==> src/rtl/fsalu_pkg.sv <==
package fsalu_pkg;

   typedef enum logic [3:0] {
      OP_AND = 4'd0,
      OP_EOR = 4'd1,
      OP_ORR = 4'd2,
      OP_BIC = 4'd3,
      OP_MVN = 4'd4,
      OP_TST = 4'd5,
      OP_MUL = 4'd6,
      OP_ADD = 4'd7,
      OP_ADC = 4'd8,
      OP_CMN = 4'd9,
      OP_SUB = 4'd10,
      OP_SBC = 4'd11,
      OP_NEG = 4'd12,
      OP_CMP = 4'd13,
      OP_RS0 = 4'd14,
      OP_RS1 = 4'd15
   } op_e;

   localparam int FLAG_N = 3;
   localparam int FLAG_Z = 2;
   localparam int FLAG_C = 1;
   localparam int FLAG_V = 0;

   localparam logic [3:0] MASK_ALL  = 4'b1111;
   localparam logic [3:0] MASK_NZ   = 4'b1100;
   localparam logic [3:0] MASK_NONE = 4'b0000;

   function automatic logic is_logic_class(input logic [3:0] op);
      return op <= 4'd5;
   endfunction

   function automatic logic is_add_class(input logic [3:0] op);
      return (op == OP_ADD) || (op == OP_ADC) || (op == OP_CMN);
   endfunction

   function automatic logic is_sub_class(input logic [3:0] op);
      return (op >= OP_SUB) && (op <= OP_CMP);
   endfunction

   function automatic logic is_reserved(input logic [3:0] op);
      return op >= OP_RS0;
   endfunction

endpackage

==> src/rtl/fsalu_addsub.sv <==
module fsalu_addsub #(
   parameter int W = 32
) (
   input  logic [W-1:0] a,
   input  logic [W-1:0] b,
   input  logic         cin,
   input  logic         sub,
   input  logic         use_cin,
   output logic [W-1:0] res,
   output logic         c_out,
   output logic         v_out
);

   localparam int WX = W + 1;

   logic [W-1:0] adj;
   logic [WX-1:0] wide;
   logic          add_c;

   // Adjusted subtrahend wraps at W bits before the flags are formed.
   always_comb begin
      add_c = use_cin & cin;
      adj   = b + {{(W-1){1'b0}}, (use_cin & ~cin)};
   end

   always_comb begin
      if (sub) begin
         wide  = {1'b0, a} - {1'b0, adj};
         c_out = ~wide[W];
         v_out = (a[W-1] ^ adj[W-1]) & (wide[W-1] ^ a[W-1]);
      end else begin
         wide  = {1'b0, a} + {1'b0, b} + {{W{1'b0}}, add_c};
         c_out = wide[W];
         v_out = ~(a[W-1] ^ b[W-1]) & (wide[W-1] ^ a[W-1]);
      end
      res = wide[W-1:0];
   end

endmodule

==> src/rtl/fsalu_logic.sv <==
module fsalu_logic #(
   parameter int W = 32
) (
   input  logic [3:0]   op,
   input  logic [W-1:0] a,
   input  logic [W-1:0] b,
   output logic [W-1:0] res
);
   import fsalu_pkg::*;

   always_comb begin
      unique case (op_e'(op))
         OP_AND, OP_TST: res = a & b;
         OP_EOR:         res = a ^ b;
         OP_ORR:         res = a | b;
         OP_BIC:         res = a & ~b;
         OP_MVN:         res = ~b;
         default:        res = '0;
      endcase
   end

endmodule

==> src/rtl/fsalu_mul.sv <==
module fsalu_mul #(
   parameter int W         = 32,
   parameter int MUL_ARRAY = 1
) (
   input  logic [W-1:0] a,
   input  logic [W-1:0] b,
   output logic [W-1:0] res
);

   generate
      if (MUL_ARRAY != 0) begin : g_array
         logic [W-1:0] acc [W+1];
         assign acc[0] = '0;
         for (genvar i = 0; i < W; i++) begin : g_row
            assign acc[i+1] = acc[i] + (b[i] ? (a << i) : '0);
         end
         assign res = acc[W];
      end else begin : g_native
         assign res = a * b;
      end
   endgenerate

endmodule

==> src/rtl/fsalu_core.sv <==
module fsalu_core #(
   parameter int W         = 32,
   parameter int MUL_ARRAY = 1
) (
   input  logic [3:0]   op,
   input  logic [W-1:0] a,
   input  logic [W-1:0] b,
   input  logic [3:0]   flags_cur,
   output logic [W-1:0] result,
   output logic         wr_en,
   output logic [3:0]   mask,
   output logic [3:0]   flags_nxt
);
   import fsalu_pkg::*;

   logic          c_logic, c_add, c_sub, c_rsv;
   logic          as_sub, as_cin;
   logic [W-1:0]  as_a;
   logic [W-1:0]  as_res, lg_res, mu_res;
   logic          as_c, as_v;
   logic [3:0]    raw;

   always_comb begin
      c_logic = is_logic_class(op);
      c_add   = is_add_class(op);
      c_sub   = is_sub_class(op);
      c_rsv   = is_reserved(op);
      as_sub  = c_sub;
      as_cin  = (op == OP_ADC) || (op == OP_SBC);
      as_a    = (op == OP_NEG) ? '0 : a;
   end

   fsalu_addsub #(.W(W)) u_addsub (
      .a       (as_a),
      .b       (b),
      .cin     (flags_cur[FLAG_C]),
      .sub     (as_sub),
      .use_cin (as_cin),
      .res     (as_res),
      .c_out   (as_c),
      .v_out   (as_v)
   );

   fsalu_logic #(.W(W)) u_logic (
      .op  (op),
      .a   (a),
      .b   (b),
      .res (lg_res)
   );

   fsalu_mul #(.W(W), .MUL_ARRAY(MUL_ARRAY)) u_mul (
      .a   (a),
      .b   (b),
      .res (mu_res)
   );

   always_comb begin
      if (c_logic)            result = lg_res;
      else if (op == OP_MUL)  result = mu_res;
      else if (c_add | c_sub) result = as_res;
      else                    result = '0;

      if (c_rsv)                  mask = MASK_NONE;
      else if (c_add | c_sub)     mask = MASK_ALL;
      else                        mask = MASK_NZ;

      wr_en = ~c_rsv && (op != OP_CMP) && (op != OP_CMN) && (op != OP_TST);

      raw[FLAG_N] = result[W-1];
      raw[FLAG_Z] = (result == '0);
      raw[FLAG_C] = as_c;
      raw[FLAG_V] = as_v;

      flags_nxt = (raw & mask) | (flags_cur & ~mask);
   end

endmodule

==> src/rtl/fsalu.sv <==
module fsalu #(
   parameter int DATA_W    = 32,
   parameter int MUL_ARRAY = 1
) (
   input  logic              clk,
   input  logic              rst_n,
   input  logic              in_valid,
   input  logic [3:0]        in_op,
   input  logic [DATA_W-1:0] in_a,
   input  logic [DATA_W-1:0] in_b,
   output logic              out_valid,
   output logic [DATA_W-1:0] out_result,
   output logic              out_wr_en,
   output logic [3:0]        out_flag_mask,
   output logic [3:0]        flags_q
);
   import fsalu_pkg::*;

   generate
      if (DATA_W < 8) begin : g_bad_width
         $error("fsalu: DATA_W must be at least 8");
      end
      if (MUL_ARRAY != 0 && MUL_ARRAY != 1) begin : g_bad_mul
         $error("fsalu: MUL_ARRAY must be 0 or 1");
      end
   endgenerate

   logic [DATA_W-1:0] c_result;
   logic              c_wr_en;
   logic [3:0]        c_mask;
   logic [3:0]        c_flags;

   fsalu_core #(.W(DATA_W), .MUL_ARRAY(MUL_ARRAY)) u_core (
      .op        (in_op),
      .a         (in_a),
      .b         (in_b),
      .flags_cur (flags_q),
      .result    (c_result),
      .wr_en     (c_wr_en),
      .mask      (c_mask),
      .flags_nxt (c_flags)
   );

   always_ff @(posedge clk) begin
      if (!rst_n) begin
         out_valid     <= 1'b0;
         out_result    <= '0;
         out_wr_en     <= 1'b0;
         out_flag_mask <= '0;
         flags_q       <= '0;
      end else begin
         out_valid <= in_valid;
         if (in_valid) begin
            out_result    <= c_result;
            out_wr_en     <= c_wr_en;
            out_flag_mask <= c_mask;
            flags_q       <= c_flags;
         end
      end
   end

   AST_FLAGS_HOLD_IDLE: assert property (@(posedge clk) disable iff (!rst_n)
      !in_valid |=> $stable(flags_q));
   AST_VALID_FOLLOWS: assert property (@(posedge clk) disable iff (!rst_n)
      in_valid |=> out_valid);
   AST_CV_KEPT_LOGIC: assert property (@(posedge clk) disable iff (!rst_n)
      (in_valid && (is_logic_class(in_op) || in_op == OP_MUL))
      |=> (flags_q[1:0] == $past(flags_q[1:0])));
   AST_NO_WB_COMPARE: assert property (@(posedge clk) disable iff (!rst_n)
      (in_valid && (in_op == OP_CMP || in_op == OP_CMN || in_op == OP_TST))
      |=> !out_wr_en);
   AST_RESERVED_QUIET: assert property (@(posedge clk) disable iff (!rst_n)
      (in_valid && is_reserved(in_op))
      |=> (out_flag_mask == 4'b0000 && $stable(flags_q)));
   AST_ZERO_FLAG_MATCH: assert property (@(posedge clk) disable iff (!rst_n)
      (out_valid && out_flag_mask[FLAG_Z]) |-> (flags_q[FLAG_Z] == (out_result == '0)));

endmodule

==> config.mk <==
export PLATFORM = sky130hd
export DESIGN_NAME = fsalu
export DESIGN_NICKNAME = d
export VERILOG_FILES = /design/src/rtl/fsalu_pkg.sv /design/src/rtl/fsalu_addsub.sv /design/src/rtl/fsalu_logic.sv /design/src/rtl/fsalu_mul.sv /design/src/rtl/fsalu_core.sv /design/src/rtl/fsalu.sv
export SDC_FILE = /design/constraint.sdc
export NUM_CORES = 2
export LEC_CHECK = 0
export ABC_CLOCK_PERIOD_IN_PS = 23800
export BUFFER_PORTS_ARGS = -buffer_cell sky130_fd_sc_hd__clkbuf_2
export CAP_MARGIN = 20
export CORE_UTILIZATION = 40
export DETAILED_ROUTE_END_ITERATION = 10
export PLACE_DENSITY = 0.58
export SLEW_MARGIN = 10
export SYNTH_ARGS = -nofsm -noshare
export SYNTH_HDL_FRONTEND = slang
export SYNTH_HIERARCHICAL = 1
export SYNTH_SLANG_ARGS = --single-unit
==> constraint.sdc <==
create_clock -name clk -period 23.8 [get_ports clk]
set_input_delay 2.38 -clock clk [delete_from_list [all_inputs] [get_ports clk]]
set_output_delay 2.38 -clock clk [all_outputs]
set_load 0.02 [all_outputs]
==> run_results.csv <==
group,metric,value,unit
setup_path,crit_fanout,28,
floorplanning,die_area,63770,um^2
sta,fin_worst_skew,0.007295,ns
sta,period_minus_slack,10.64,ns
cts,htree_levels,2,
route,drt_wl_total,89990,um
sta,maxSlewHeadroom,17.95,%
global_route,gr-total-overflow,0,
setup_path,r2r-start,"flags_q[1]$_SDFFE_PN0P_",
floorplanning,core,61830,um^2
placed_design,gp_congestion,0.9218,
floorplanning,num_io_pins,113,
route,drtAntennaViolNets,0,
min_path,whs_endpoint,"out_flag_mask[3]$_SDFFE_PN0P_",
route,wl_per_cell,23.16,um
setup_path,r2r_slack,16.82,ns
sta,rsz0062_at_grt,"no",
setup_path,crit_family,"adder cells",
placed_design,dp.cells,3877,
sta,fin_tns_setup,0,ns
placed_design,hpwl,63640,um
cts,cts_tree,"done",
synthesis,yosysSeqAreaShare,3.349,%
sta,period_share,44.70,%
cts,clk_pin_slew,0.06,ns
final_layout,nFillCells,6259,
cts,clk_latency,0.29,ns
synthesis,syn_area_per_cell,8.212,um^2
final_layout,area_growth,5.358,%
min_path,min_path_cells,2,
synthesis,syn_area,25100,um^2
synthesis,ys_types,91,
placed_design,dp_slack,12.93,ns
synthesis,synth_edf_count,0,
cts,post_cts_buffers,0,
sta,worst_slew_pin_slew,1.220,ns
setup_path,r2r_cells,25,
global_route,track_usage,28.44,%
cts,cts_num_sinks,42,
global_route,grt_max_degree,69,
sta,setup_viol_count_final,0,
cts,hold_buffers,0,
floorplanning,die_w,252.5,um
setup_path,cp.required,24.02,ns
global_route,grt_pass1_wl,138300,um
sta,finalMaxSlewViolations,0,
final_layout,fin_nets,3749,
setup_path,path_class,"input pin to flip-flop",
synthesis,synthesis.nets,3759,
floorplanning,start_util,40.60,%
cts,cts_root_buf,"clkbuf_16",
final_layout,utilization,42.78,%
route,dr_total_vias,22220,
final_layout,layout.cells.non_filler,3886,
final_layout,final_cell_mix,"inv_1, nand2_1, fa_1, ha_1, and2_1",
setup_path,r2r-end,"flags_q[2]$_SDFFE_PN0P_",
setup_path,cpMostUsedCell,"fa_1",
synthesis,ys_seq_elements,42,
synthesis,synth-main-ff-cell,"dfxtp_1",
synthesis,ys_warn_count,6,
sta,fmax,0.09399,GHz
cts,cts-resized-gates,0,
final_layout,layout-drive-gt1-share,7.021,%
route,via_per_inst,5.718,
route,dr.pass1.iters,5,
min_path,hold_path_startpoint,"out_flag_mask[3]$_SDFFE_PN0P_",
run,maxCapViolCount,0,
setup_path,start_kind,"input pin",
route,drc_errors,0,
cts,clock_path_buffers,2,
min_path,min_path_type,"flip-flop to flip-flop",
setup_path,cp_slowest_stage_delay,0.71,ns
setup_path,cp-end-kind,"flip-flop",
floorplanning,placementRows,91,
cts,cts_buffers,5,
synthesis,async_reset_ff_share,0,%
status,status,"completed",
floorplanning,fp.dieH,252.5,um
sta,final_hold_viol_count,0,
setup_path,cp_num_buf_inv,4,
setup_path,slowest_stage,"clkbuf_2",
placed_design,portBuffers,112,
route,drt_iter0_drc,2077,
final_layout,final_common_cell,"inv_1",
synthesis,syn_inst,3057,
setup_path,critPathArrivalTime,10.86,ns
global_route,grt_pass1_vias,23050,
sta,setup_ws,13.16,ns
global_route,antenna_found_initial,4,
## how the worst max path moves through the flow
stage,slack (ns),cells after the start,from,endpoint
final,13.16,28,in_a[7],flags_q[2]$_SDFFE_PN0P_
after global routing,12.79,31,in_a[1],flags_q[2]$_SDFFE_PN0P_
after CTS,13.22,28,in_a[7],flags_q[2]$_SDFFE_PN0P_
after detailed placement,12.93,28,in_a[7],flags_q[2]$_SDFFE_PN0P_
after global placement,13.10,31,in_a[1],flags_q[2]$_SDFFE_PN0P_
after floorplan,13.93,29,in_b[12],flags_q[2]$_SDFFE_PN0P_
## cells in the mapped netlist (6+ instances only)
| cell | count | area, um^2 |
|---|---|---|
| inv_1 | 491 | 1843 |
| nand2_1 | 446 | 1674 |
| fa_1 | 417 | 8348 |
| ha_1 | 214 | 2678 |
| and2_1 | 189 | 1182 |
| clkbuf_1 | 135 | 506.7 |
| xnor2_1 | 101 | 884.6 |
| o21ai_0 | 86 | 430.4 |
| nor2b_1 | 85 | 531.8 |
| a21oi_1 | 82 | 410.4 |
| nor2_1 | 64 | 240.2 |
| xor2_1 | 58 | 508.0 |
| mux2i_1 | 50 | 500.5 |
| a31oi_1 | 46 | 287.8 |
| a21o_1 | 43 | 322.8 |
| dfxtp_1 | 42 | 840.8 |
| nand2b_1 | 40 | 250.2 |
| nand3_1 | 38 | 190.2 |
| a2bb2oi_1 | 32 | 280.3 |
| o221ai_1 | 32 | 280.3 |
| a22oi_1 | 31 | 232.7 |
| nor4bb_1 | 30 | 300.3 |
| or2_0 | 30 | 187.7 |
| o21a_1 | 20 | 150.1 |
| and3_1 | 18 | 112.6 |
| nor3_1 | 17 | 85.08 |
| nor4_1 | 14 | 87.58 |
| buf_2 | 12 | 60.06 |
| nand4_1 | 12 | 75.07 |
| or3_1 | 12 | 75.07 |
| buf_1 | 10 | 37.54 |
| mux2_2 | 8 | 90.09 |
| a2111o_1 | 7 | 78.83 |
| a21oi_2 | 7 | 61.31 |
| o211ai_1 | 7 | 52.55 |
| o31ai_1 | 7 | 52.55 |
| a21boi_0 | 6 | 45.04 |
## metrics by stage
step	cell area, um^2	hold slack (ns)
floorplan	25100	0.5893
global placement	26280	0.4986
detailed placement	26280	0.5026
CTS	26450	0.5201
global route	26450	0.5389
finish	26450	0.5189
## cells by family (layout without fill, tap and decap cells)
family,Yosys count,in the layout,share of synthesized area (%)
adders and majority gates,631,631,43.92
AOI/OAI and AO/OA,469,469,13.12
xor gates and xnor gates,160,160,5.637
and+or+nand+nor,1029,1029,21.01
DFF,42,42,3.349
other,0,1,0
muxes,60,60,2.442
buffers and inverters,666,657,10.52
## tightest hold or removal path: cells and delay by family (launching register included)
family	cells	cell delay, ns
AND/OR/NAND/NOR	1	0.09
flip-flops	1	0.33
multiplexers	1	0.07
## flip-flops by register name (all words and copies together), names as in the netlist
signal,count
flags_q,4
out_flag_mask,4
out_result,32
out_valid,1
out_wr_en,1
## layout make-up
cell class	count	area (um^2)	share of cell area [%]
Tap cell	837	1047	3.959
Timing Repair Buffer	158	905.9	3.425
Multi-Input combinational cell	2349	21640	81.83
Inverter	491	1843	6.968
Antenna cell	1	2.502	0.009461
Sequential cell	42	840.8	3.179
Clock buffer	8	166.4	0.6292
## layer usage
layer  vias to the layer above  global-route usage [%]  wire [um]
met3                       192                   3.738       6971
met4                         0                   9.697       3296
met1                     11160                   38.18      37260
li1                       9803                       -          -
met5                         -                       0          0
met2                      1061                   46.94      42450
Power is not shown: default switching activity piles up to over one toggle a cycle in this logic, so the estimate is an artifact.
